## config.mk

```make
export PLATFORM = sky130hd
export DESIGN_NAME = stage_seq
export DESIGN_NICKNAME = d
export VERILOG_FILES = /design/src/rtl/stage_seq_pkg.sv /design/src/rtl/stage_seq_window.sv /design/src/rtl/stage_seq_rd.sv /design/src/rtl/stage_seq_pipe.sv /design/src/rtl/stage_seq.sv
export SDC_FILE = /design/constraint.sdc
export NUM_CORES = 1
export LEC_CHECK = 0
export CAP_MARGIN = 15
export CORE_ASPECT_RATIO = 1.4
export CORE_MARGIN = 1
export CORE_UTILIZATION = 47
export DETAILED_ROUTE_END_ITERATION = 12
export GPL_ROUTABILITY_DRIVEN = 0
export PLACE_DENSITY = 0.79
export RECOVER_POWER = 25
export SLEW_MARGIN = 20
export SYNTH_ARGS = -nofsm -noshare
export SYNTH_HDL_FRONTEND = slang
export SYNTH_HIERARCHICAL = 1
export SYNTH_SLANG_ARGS = --single-unit
```

## constraint.sdc

```tcl
create_clock -name clk_i -period 3.1 [get_ports clk_i]
set_input_delay 0.62 -clock clk_i [delete_from_list [all_inputs] [get_ports clk_i]]
set_output_delay 0.62 -clock clk_i [all_outputs]
set_load 0.01 [all_outputs]
```

## src/rtl/stage_seq_pkg.sv

```systemverilog
package stage_seq_pkg;
  localparam int unsigned DEF_WIN_LEN  = 36;
  localparam int unsigned DEF_PIPE_LAT = 4;

  // upstream writes bank bx, this stage works on bank bx-1
  function automatic logic read_bank(input logic bx_odd);
    return ~bx_odd;
  endfunction
endpackage

```

## src/rtl/stage_seq_window.sv

```systemverilog
module stage_seq_window #(
  parameter int unsigned WIN_LEN = 36
) (
  input  logic clk_i,
  input  logic rst_ni,
  input  logic start_i,
  output logic active_o,
  output logic end_o
);
  localparam int unsigned WIN_W = (WIN_LEN > 1) ? $clog2(WIN_LEN) : 1;
  localparam logic [WIN_W-1:0] LAST = WIN_W'(WIN_LEN - 1);

  logic [WIN_W-1:0] win_q;
  logic             act_q;
  logic             last;

  assign last     = act_q && (win_q == LAST);
  assign active_o = act_q;
  assign end_o    = act_q && (last || start_i);

  always_ff @(posedge clk_i or negedge rst_ni) begin
    if (!rst_ni) begin
      act_q <= 1'b0;
      win_q <= '0;
    end else if (start_i) begin
      act_q <= 1'b1;
      win_q <= '0;
    end else if (last) begin
      act_q <= 1'b0;
    end else if (act_q) begin
      win_q <= win_q + 1'b1;
    end
  end
endmodule

```

## src/rtl/stage_seq_rd.sv

```systemverilog
module stage_seq_rd #(
  parameter int unsigned ADDR_W = 6,
  parameter int unsigned CNT_W  = 7,
  parameter int unsigned BUDGET = 32
) (
  input  logic                clk_i,
  input  logic                rst_ni,
  input  logic                start_i,
  input  logic                bank_sel_i,
  input  logic [2*CNT_W-1:0]  in_cnt_i,
  input  logic                active_i,
  input  logic                end_i,
  output logic                rd_en_o,
  output logic                rd_bank_o,
  output logic [ADDR_W-1:0]   rd_addr_o,
  output logic                trunc_o,
  output logic                done_o,
  output logic [CNT_W-1:0]    done_cnt_o
);
  localparam logic [CNT_W-1:0] BUDGET_C = CNT_W'(BUDGET);

  logic [CNT_W-1:0] rp_q, cnt_q, rp_nxt;
  logic             bank_q;

  assign rd_en_o   = active_i && (rp_q < cnt_q) && (rp_q < BUDGET_C);
  assign rd_bank_o = bank_q;
  assign rd_addr_o = rp_q[ADDR_W-1:0];
  assign rp_nxt    = rp_q + CNT_W'(rd_en_o);

  always_ff @(posedge clk_i or negedge rst_ni) begin
    if (!rst_ni) begin
      rp_q   <= '0;
      cnt_q  <= '0;
      bank_q <= 1'b0;
    end else if (start_i) begin
      rp_q   <= '0;
      cnt_q  <= bank_sel_i ? in_cnt_i[2*CNT_W-1:CNT_W] : in_cnt_i[CNT_W-1:0];
      bank_q <= bank_sel_i;
    end else begin
      rp_q   <= rp_nxt;
    end
  end

  always_ff @(posedge clk_i or negedge rst_ni) begin
    if (!rst_ni) begin
      trunc_o    <= 1'b0;
      done_o     <= 1'b0;
      done_cnt_o <= '0;
    end else begin
      done_o  <= end_i;
      trunc_o <= end_i && (rp_nxt < cnt_q);
      if (end_i) done_cnt_o <= rp_nxt;
    end
  end
endmodule

```

## src/rtl/stage_seq_pipe.sv

```systemverilog
module stage_seq_pipe #(
  parameter int unsigned ADDR_W   = 6,
  parameter int unsigned DATA_W   = 16,
  parameter int unsigned PIPE_LAT = 4
) (
  input  logic              clk_i,
  input  logic              rst_ni,
  input  logic              rd_en_i,
  input  logic              rd_bank_i,
  input  logic [ADDR_W-1:0] rd_addr_i,
  input  logic [DATA_W-1:0] rd_data_i,
  output logic [DATA_W-1:0] fn_arg_o,
  input  logic [DATA_W-1:0] fn_res_i,
  output logic              wr_en_o,
  output logic              wr_bank_o,
  output logic [ADDR_W-1:0] wr_addr_o,
  output logic [DATA_W-1:0] wr_data_o
);
  localparam int unsigned DLY = PIPE_LAT - 1;  // one cycle is the memory read

  typedef struct packed {
    logic              vld;
    logic              bank;
    logic [ADDR_W-1:0] addr;
    logic [DATA_W-1:0] data;
  } ent_t;

  logic              tag_vld;
  logic              tag_bank;
  logic [ADDR_W-1:0] tag_addr;
  ent_t              stg [DLY];

  assign fn_arg_o = rd_data_i;

  always_ff @(posedge clk_i or negedge rst_ni) begin
    if (!rst_ni) begin
      tag_vld  <= 1'b0;
      tag_bank <= 1'b0;
      tag_addr <= '0;
    end else begin
      tag_vld  <= rd_en_i;
      tag_bank <= rd_bank_i;
      tag_addr <= rd_addr_i;
    end
  end

  for (genvar i = 0; i < DLY; i++) begin : g_stg
    ent_t src;
    if (i == 0) begin : g_head
      assign src = '{vld: tag_vld, bank: tag_bank, addr: tag_addr, data: fn_res_i};
    end else begin : g_body
      assign src = stg[i-1];
    end
    always_ff @(posedge clk_i or negedge rst_ni) begin
      if (!rst_ni) stg[i] <= '0;
      else         stg[i] <= src;
    end
  end

  assign wr_en_o   = stg[DLY-1].vld;
  assign wr_bank_o = stg[DLY-1].bank;
  assign wr_addr_o = stg[DLY-1].addr;
  assign wr_data_o = stg[DLY-1].data;
endmodule

```

## src/rtl/stage_seq.sv

```systemverilog
module stage_seq
  import stage_seq_pkg::*;
#(
  parameter int unsigned WIN_LEN  = DEF_WIN_LEN,
  parameter int unsigned PIPE_LAT = DEF_PIPE_LAT,
  parameter int unsigned ADDR_W   = 6,
  parameter int unsigned DATA_W   = 16,
  localparam int unsigned CNT_W   = ADDR_W + 1,
  localparam int unsigned BUDGET  = WIN_LEN - PIPE_LAT
) (
  input  logic                clk_i,
  input  logic                rst_ni,
  input  logic                bx_start_i,
  input  logic                bx_odd_i,
  input  logic [2*CNT_W-1:0]  in_cnt_i,
  output logic                rd_en_o,
  output logic                rd_bank_o,
  output logic [ADDR_W-1:0]   rd_addr_o,
  input  logic [DATA_W-1:0]   rd_data_i,
  output logic [DATA_W-1:0]   fn_arg_o,
  input  logic [DATA_W-1:0]   fn_res_i,
  output logic                wr_en_o,
  output logic                wr_bank_o,
  output logic [ADDR_W-1:0]   wr_addr_o,
  output logic [DATA_W-1:0]   wr_data_o,
  output logic                trunc_o,
  output logic                done_o,
  output logic [CNT_W-1:0]    done_cnt_o
);
  logic win_active, win_end;

  stage_seq_window #(.WIN_LEN(WIN_LEN)) u_win (
    .clk_i    (clk_i),
    .rst_ni   (rst_ni),
    .start_i  (bx_start_i),
    .active_o (win_active),
    .end_o    (win_end)
  );

  stage_seq_rd #(.ADDR_W(ADDR_W), .CNT_W(CNT_W), .BUDGET(BUDGET)) u_rd (
    .clk_i      (clk_i),
    .rst_ni     (rst_ni),
    .start_i    (bx_start_i),
    .bank_sel_i (read_bank(bx_odd_i)),
    .in_cnt_i   (in_cnt_i),
    .active_i   (win_active),
    .end_i      (win_end),
    .rd_en_o    (rd_en_o),
    .rd_bank_o  (rd_bank_o),
    .rd_addr_o  (rd_addr_o),
    .trunc_o    (trunc_o),
    .done_o     (done_o),
    .done_cnt_o (done_cnt_o)
  );

  stage_seq_pipe #(.ADDR_W(ADDR_W), .DATA_W(DATA_W), .PIPE_LAT(PIPE_LAT)) u_pipe (
    .clk_i     (clk_i),
    .rst_ni    (rst_ni),
    .rd_en_i   (rd_en_o),
    .rd_bank_i (rd_bank_o),
    .rd_addr_i (rd_addr_o),
    .rd_data_i (rd_data_i),
    .fn_arg_o  (fn_arg_o),
    .fn_res_i  (fn_res_i),
    .wr_en_o   (wr_en_o),
    .wr_bank_o (wr_bank_o),
    .wr_addr_o (wr_addr_o),
    .wr_data_o (wr_data_o)
  );
endmodule

```

## Word-level counts from Yosys, hierarchy flattened

Index checks and enable logic that the tools add are counted.

| cells by class | value |
|---|---|
| add/sub/neg operators | 2 |
| magnitude comparators | 3 |
| equality and inequality tests | 2 |
| multiplexer cells | 7 |
| bitwise logic cells | 1 |
| reductions and logical operators | 9 |

Operator list:

| cell | count |
|---|---|
| 6-bit 2-to-1 mux | 3 |
| 7-bit less-than comparator | 2 |
| 7-bit 2-to-1 mux | 2 |
| 7-bit by 1-bit adder with 7-bit output | 1 |
| 7-bit by 6-bit less-than comparator with 1-bit output (second input constant) | 1 |
| 6-bit by 1-bit adder with 6-bit output (second input constant) | 1 |
| 6-bit == test (second input constant) | 1 |
| 1-bit logical AND | 5 |
| 2-bit nonzero test | 2 |
| 1-bit 2-to-1 mux | 2 |
| 2-bit != test (second input constant) | 1 |
| 2-bit AND reduction | 1 |
| 1-bit logical OR | 1 |
| 1-bit inverter | 1 |

| word-level totals | value |
|---|---|
| flip-flop bits (word level) | 111 |
| input port bits | 50 |
| output and inout bits | 57 |
| logic and storage cells | 47 |

## Logic depth before layout (Yosys ltp)

| depth | value |
|---|---|
| depth in word-level cells | 6 |
| gate-level depth with buffers | 14 |

## Hierarchy

The synthesis kept the hierarchy.

By module, submodules not included:

| module | instances | cells each | area each (µm²) |
|---|---|---|---|
| stage_seq_pipe | 1 | 96 | 2,122.0 |
| stage_seq_rd | 1 | 135 | 1,318.8 |
| stage_seq_window | 1 | 43 | 404.1 |
| stage_seq | 1 | 1 | 3.8 |

## Least setup slack after synthesis

Ideal clock, no wire load.

| path | value |
|---|---|
| path type | register to register |
| start | reg u_rd.rp_q[6] |
| end | reg u_rd.trunc_o |
| arrival | 2.734 ns |
| data required time | 3.023 ns |
| path slack | 0.288 ns |
| cell stages (with the launch flop) | 14 |
| buffers on the path | 0 |
| clock period less this slack | 2.812 ns |
| cells stage by stage | dfrtp_1 > ha_1 > nor4b_1 > o211ai_1 > a21oi_1 > ha_1 > ha_1 > nand3_1 > or3_4 > nand2_1 > ha_1 > nand2_1 > o2111ai_1 > a21oi_1 |

| on the way | value |
|---|---|
| longest elaborated chain between the ends | 6 |

Ends and longest elaborated chain:

| item | line | source |
|---|---|---|
| from (decl) | stage_seq_rd.sv:22 | `logic [CNT_W-1:0] rp_q, cnt_q, rp_nxt;` |
| from (signal assigned) | stage_seq_rd.sv:40 | `rp_q <= rp_nxt;` |
| 7-bit less-than comparator | stage_seq_rd.sv:25 | `assign rd_en_o = active_i && (rp_q < cnt_q) && (rp_q < BUDGET_C);` |
| 1-bit logical AND | stage_seq_rd.sv:25 |  |
| 1-bit logical AND * | stage_seq_rd.sv:25 |  |
| net rd_en_o | stage_seq.sv:16 | `output logic rd_en_o,` |
| 7-bit by 1-bit adder with 7-bit output * | stage_seq_rd.sv:28 | `assign rp_nxt = rp_q + CNT_W'(rd_en_o);` |
| net u_rd.rp_nxt[6] | stage_seq_rd.sv:22 |  |
| 7-bit less-than comparator * | stage_seq_rd.sv:51 | `trunc_o <= end_i && (rp_nxt < cnt_q);` |
| 1-bit logical AND * | stage_seq_rd.sv:51 |  |
| to (signal assigned) | stage_seq_rd.sv:51 |  |
| to (decl) | stage_seq_rd.sv:16 | `output logic trunc_o,` |

The timed path passes the listed nets; every way through them passes the cells marked *.
A chain may end at the register's enable or synchronous reset.

## Final worst setup path

| path | value |
|---|---|
| start | reg u_rd.rp_q[6] |
| end | reg u_rd.trunc_o |

| on the way | value |
|---|---|
| longest elaborated chain between the ends | 6 |

Ends and longest elaborated chain:

| item | line |
|---|---|
| 7-bit less-than comparator | stage_seq_rd.sv:25 |
| 1-bit logical AND (2 in a row) | stage_seq_rd.sv:25 |
| 7-bit by 1-bit adder with 7-bit output * | stage_seq_rd.sv:28 |
| net u_rd.rp_nxt[6] | stage_seq_rd.sv:22 |
| 7-bit less-than comparator * | stage_seq_rd.sv:51 |
| 1-bit logical AND * | stage_seq_rd.sv:51 |

Marks and branches as above.

==> impl_metrics.tcl <==
set metrics [dict create \
    status "complete, but fails checks" \
    violations "capacitance limit, slew limit" \
    grt_setup_unrepaired "no" \
    fin_skew_ns 0.01643 \
    grt_antenna_before_repair 0 \
    r2r_end "u_rd/trunc_o" \
    postSynthCellCount 275 \
    syn-num-nets 340 \
    die_w_um 78.48 \
    slew_viol_final 31 \
    area_growth_syn_to_layout_pct 25.00 \
    drv_cap 1 \
    slowest_delay_ns 0.43 \
    global_route_wire_length_before_repair_mm 10.58 \
    drive_above_1_share_pct 9.038 \
    hold_viol_final 0 \
    crit_path_end_kind "register" \
    totalNegativeSetupSlack_ns 0 \
    postSynthAreaPerCell_um2 14.00 \
    post_synth_num_cell_types 33 \
    clkLatencyLatePin_ns 0.37 \
    yosys_register_bits 111 \
    tritoncts.num_buffers 9 \
    insertedDiodeCount 0 \
    worst_hold_startpoint "u_pipe/g_stg[2].src[19]" \
    port-buffer-count 74 \
    grtUsageTotal_pct 16.93 \
    synth_sequential_area_ratio_pct 72.17 \
    max_slew_margin_vs_limit_pct -15.24 \
    route.detailed.wl_per_inst_um 14.42 \
    path_common_cell "ha_1" \
    yosys-top-cells-area "dfrtp_1, ha_1, buf_4" \
    power_density_nw_per_um2 593.1 \
    multi_input_comb_area_um2 847.1 \
    synth.yosys.warnings 6 \
    cts.htree.levels 3 \
    number_of_synthesized_flops_with_an_enable_pin 0 \
    core_region_area_um2 7845 \
    crit_type "register to register" \
    synth_top_area_share_pct 72.17 \
    fmax_mhz 344.6 \
    synthesis.area_um2 3849 \
    io-pin-count 107 \
    rrSetupSlack_ns 0.20 \
    min_period_over_period_pct 93.60 \
    max_slew.worst_pin.slew_ns 1.729 \
    final_critical_path_required_period_ns 2.902 \
    worstHoldEndpoint "u_pipe/wr_addr_o[3]" \
    root_buffer_cell "clkbuf_8" \
    sequential_cell_area_um2 2778 \
    crit_fanout 4 \
    p_leak_uw 0.002202 \
    depth_of_the_worst_register_to_register_path 13 \
    critical-path-slowest-cell "dfrtp_1" \
    power.ir.vdd_worst_uv 333.6 \
    area_leader_netlist "dfrtp_1" \
    drt_pre_antenna_iters 4 \
    cts_tree "built" \
    wirelength_mm 6.390 \
    hold_crit_class "register to register" \
    crit-reg2reg-launch "u_rd/rp_q[6]" \
    drc_errors 0 \
    nFillCells 620 \
    worst_setup_hold_path_clk_slew_ns 0.11 \
    fin_hold_ws_ns 0.3517 \
    worstPathArrival_ns 3.21 \
    place.detailed.hpwl_mm 4.394 \
    numClockSinks 111 \
    core.rowCount 38 \
    worst_ep_required_time_ns 3.41 \
    finalSetupViolations 0 \
    num-nets-final 403 \
    die_height_um 109.1 \
    pin_count_of_the_biggest_net_entering_global_routing 57 \
    max-clock-path-buffers 2 \
    critical_path.cell_chain "ha_1 -> nor4b_2 -> o211ai_1 -> a21oi_2 -> ha_1 -> ha_2 -> nand3_2 -> or3_4 -> nand2_1 -> ha_1 -> nand2_1 -> o2111ai_1 -> a21oi_1" \
    hold_path_depth 0 \
    vias 2176 \
    vias_in_the_first_global_route 2239 \
    drtIter0Drc 109 \
    drt-vias-per-instance 4.912 \
    grt_overflow_total 0 \
    detail_route_antenna_nets 0 \
    finish.utilization_pct 61.32 \
    die_area_um2 8560 \
    initial_utilization_pct 49.06 \
    timing.critical_path.from_type "register" \
    synth_flop_cell "dfrtp_1" \
    synth_async_sr_flop_share_pct 100.0 \
]
how the worst max path moves through the flow:
stage	start	to	slack (ns)	depth (start not counted)
detailed placement	u_rd/rp_q[6]	u_rd/trunc_o	0.02	13
global route	u_rd/rp_q[6]	u_rd/trunc_o	0.004	13
global placement	u_rd/rp_q[6]	u_rd/trunc_o	0.28	13
floorplan	u_rd/rp_q[6]	u_rd/trunc_o	0.29	13
finish	u_rd/rp_q[6]	u_rd/trunc_o	0.20	13
CTS	u_rd/rp_q[6]	u_rd/trunc_o	0.04	13
what timing repair did:
action,in CTS,in global routing
endpoints found under the hold margin,0,0
resized for setup,1,4
setup buffers,0,2
hold buffers,0,0
pin swaps,0,0
setup endpoints to repair,1,1
flip-flops by register name, summed over array words and instances (netlist names):
name              count
u_pipe/tag_bank       1
u_win/active_o        1
u_pipe/tag_vld        1
u_pipe/wr_data_o     16
u_rd/rd_bank_o        1
u_pipe/wr_en_o        1
u_rd/done_o           1
u_rd/rp_q             7
u_pipe/wr_bank_o      1
u_pipe/tag_addr       6
u_win/win_q           6
u_pipe/wr_addr_o      6
u_pipe/g_stg.src     48
u_rd/done_cnt_o       7
u_rd/cnt_q            7
u_rd/trunc_o          1
cell usage after synthesis, types with 2 or more instances:
cell,n
buf_4,22
o21ai_0,5
nand3_1,4
nand4_1,2
or3_4,2
nand2_1,13
nor3b_1,2
dfrtp_1,111
o311ai_1,2
mux2i_1,7
xor2_1,4
ha_1,15
clkbuf_1,4
inv_1,11
a31oi_1,4
a21oi_1,20
nor2b_1,5
mux2_2,3
nor2_1,22
nand2b_1,4
power breakdown:
group / internal, uW / switching [uW] / total [uW] / leakage, uW
Clock: 461 / 471 / 932 / 0.000104
Sequential: 1540 / 50.5 / 1590 / 0.00135
Combinational: 175 / 155 / 329 / 0.000750
Total: 2180 / 676 / 2850 / 0.00220
layout make-up:
cell class / count / share of cell area [%]
flip-flops and latches: 111 / 57.74
multi-input cells: 124 / 17.61
repair buffers: 81 / 16.62
clock buffers: 10 / 2.653
well taps: 100 / 2.601
clock inverters: 6 / 1.925
inverters: 11 / 0.8583
worst max-delay path: cells and delay by family (launching register included):
family | cells | cell delay [ns]
AO/OA/AOI/OAI | 4 | 0.57
adder cells (fa/ha/maj) | 4 | 0.87
AND/OR/NAND/NOR | 5 | 0.96
flip-flops | 1 | 0.43
layout by cell type, fill, tap and decap left out, types with 2 or more instances in the layout:
cell,n
buf_4,6
nor2b_1,5
nand3_1,3
clkbuf_1,2
inv_1,11
clkinvlp_4,2
o21ai_0,4
o311ai_1,2
dfrtp_1,111
mux2_2,3
nand4_1,2
nor2_1,22
bufinv_16,2
nand2b_1,4
xor2_1,4
o21ai_1,2
or3_4,2
ha_1,14
a21oi_1,19
inv_6,2
mux2i_1,7
nand2_1,13
clkbuf_8,9
clkdlybuf4s50_1,73
nor3b_1,2
a31oi_1,4
cells by family after synthesis:
kind of cell	count (synthesis)	share of synthesized area, %
adders and majority gates	15	4.876
buffers and inverters	40	6.274
AOI/OAI and AO/OA	36	5.299
xor gates and xnor gates	5	1.138
DFF	111	72.17
and+or+nand+nor	58	7.542
muxes	10	2.698
metal layers:
layer	track usage [%]	wire length (um)	up-vias
met5	0	0	-
met4	12.57	279	0
met3	4.435	288	28
met2	28.20	3308	69
met1	18.59	2514	1071
li1	-	-	1008
metrics by stage:
stage          setup WS (ns)  instances  total power, uW  area (um^2)
2_1_floorplan         0.2883        275             1791         3849
3_3_place_gp          0.2822        425             1930         4562
3_5_place_dp         0.01758        425             1951         4562
4_1_cts              0.04478        441             2882         4786
5_1_grt             0.003705        443             2988         4811
6_report              0.1983        443             2853         4811
Note: power is estimated with default switching activity, not from simulation.
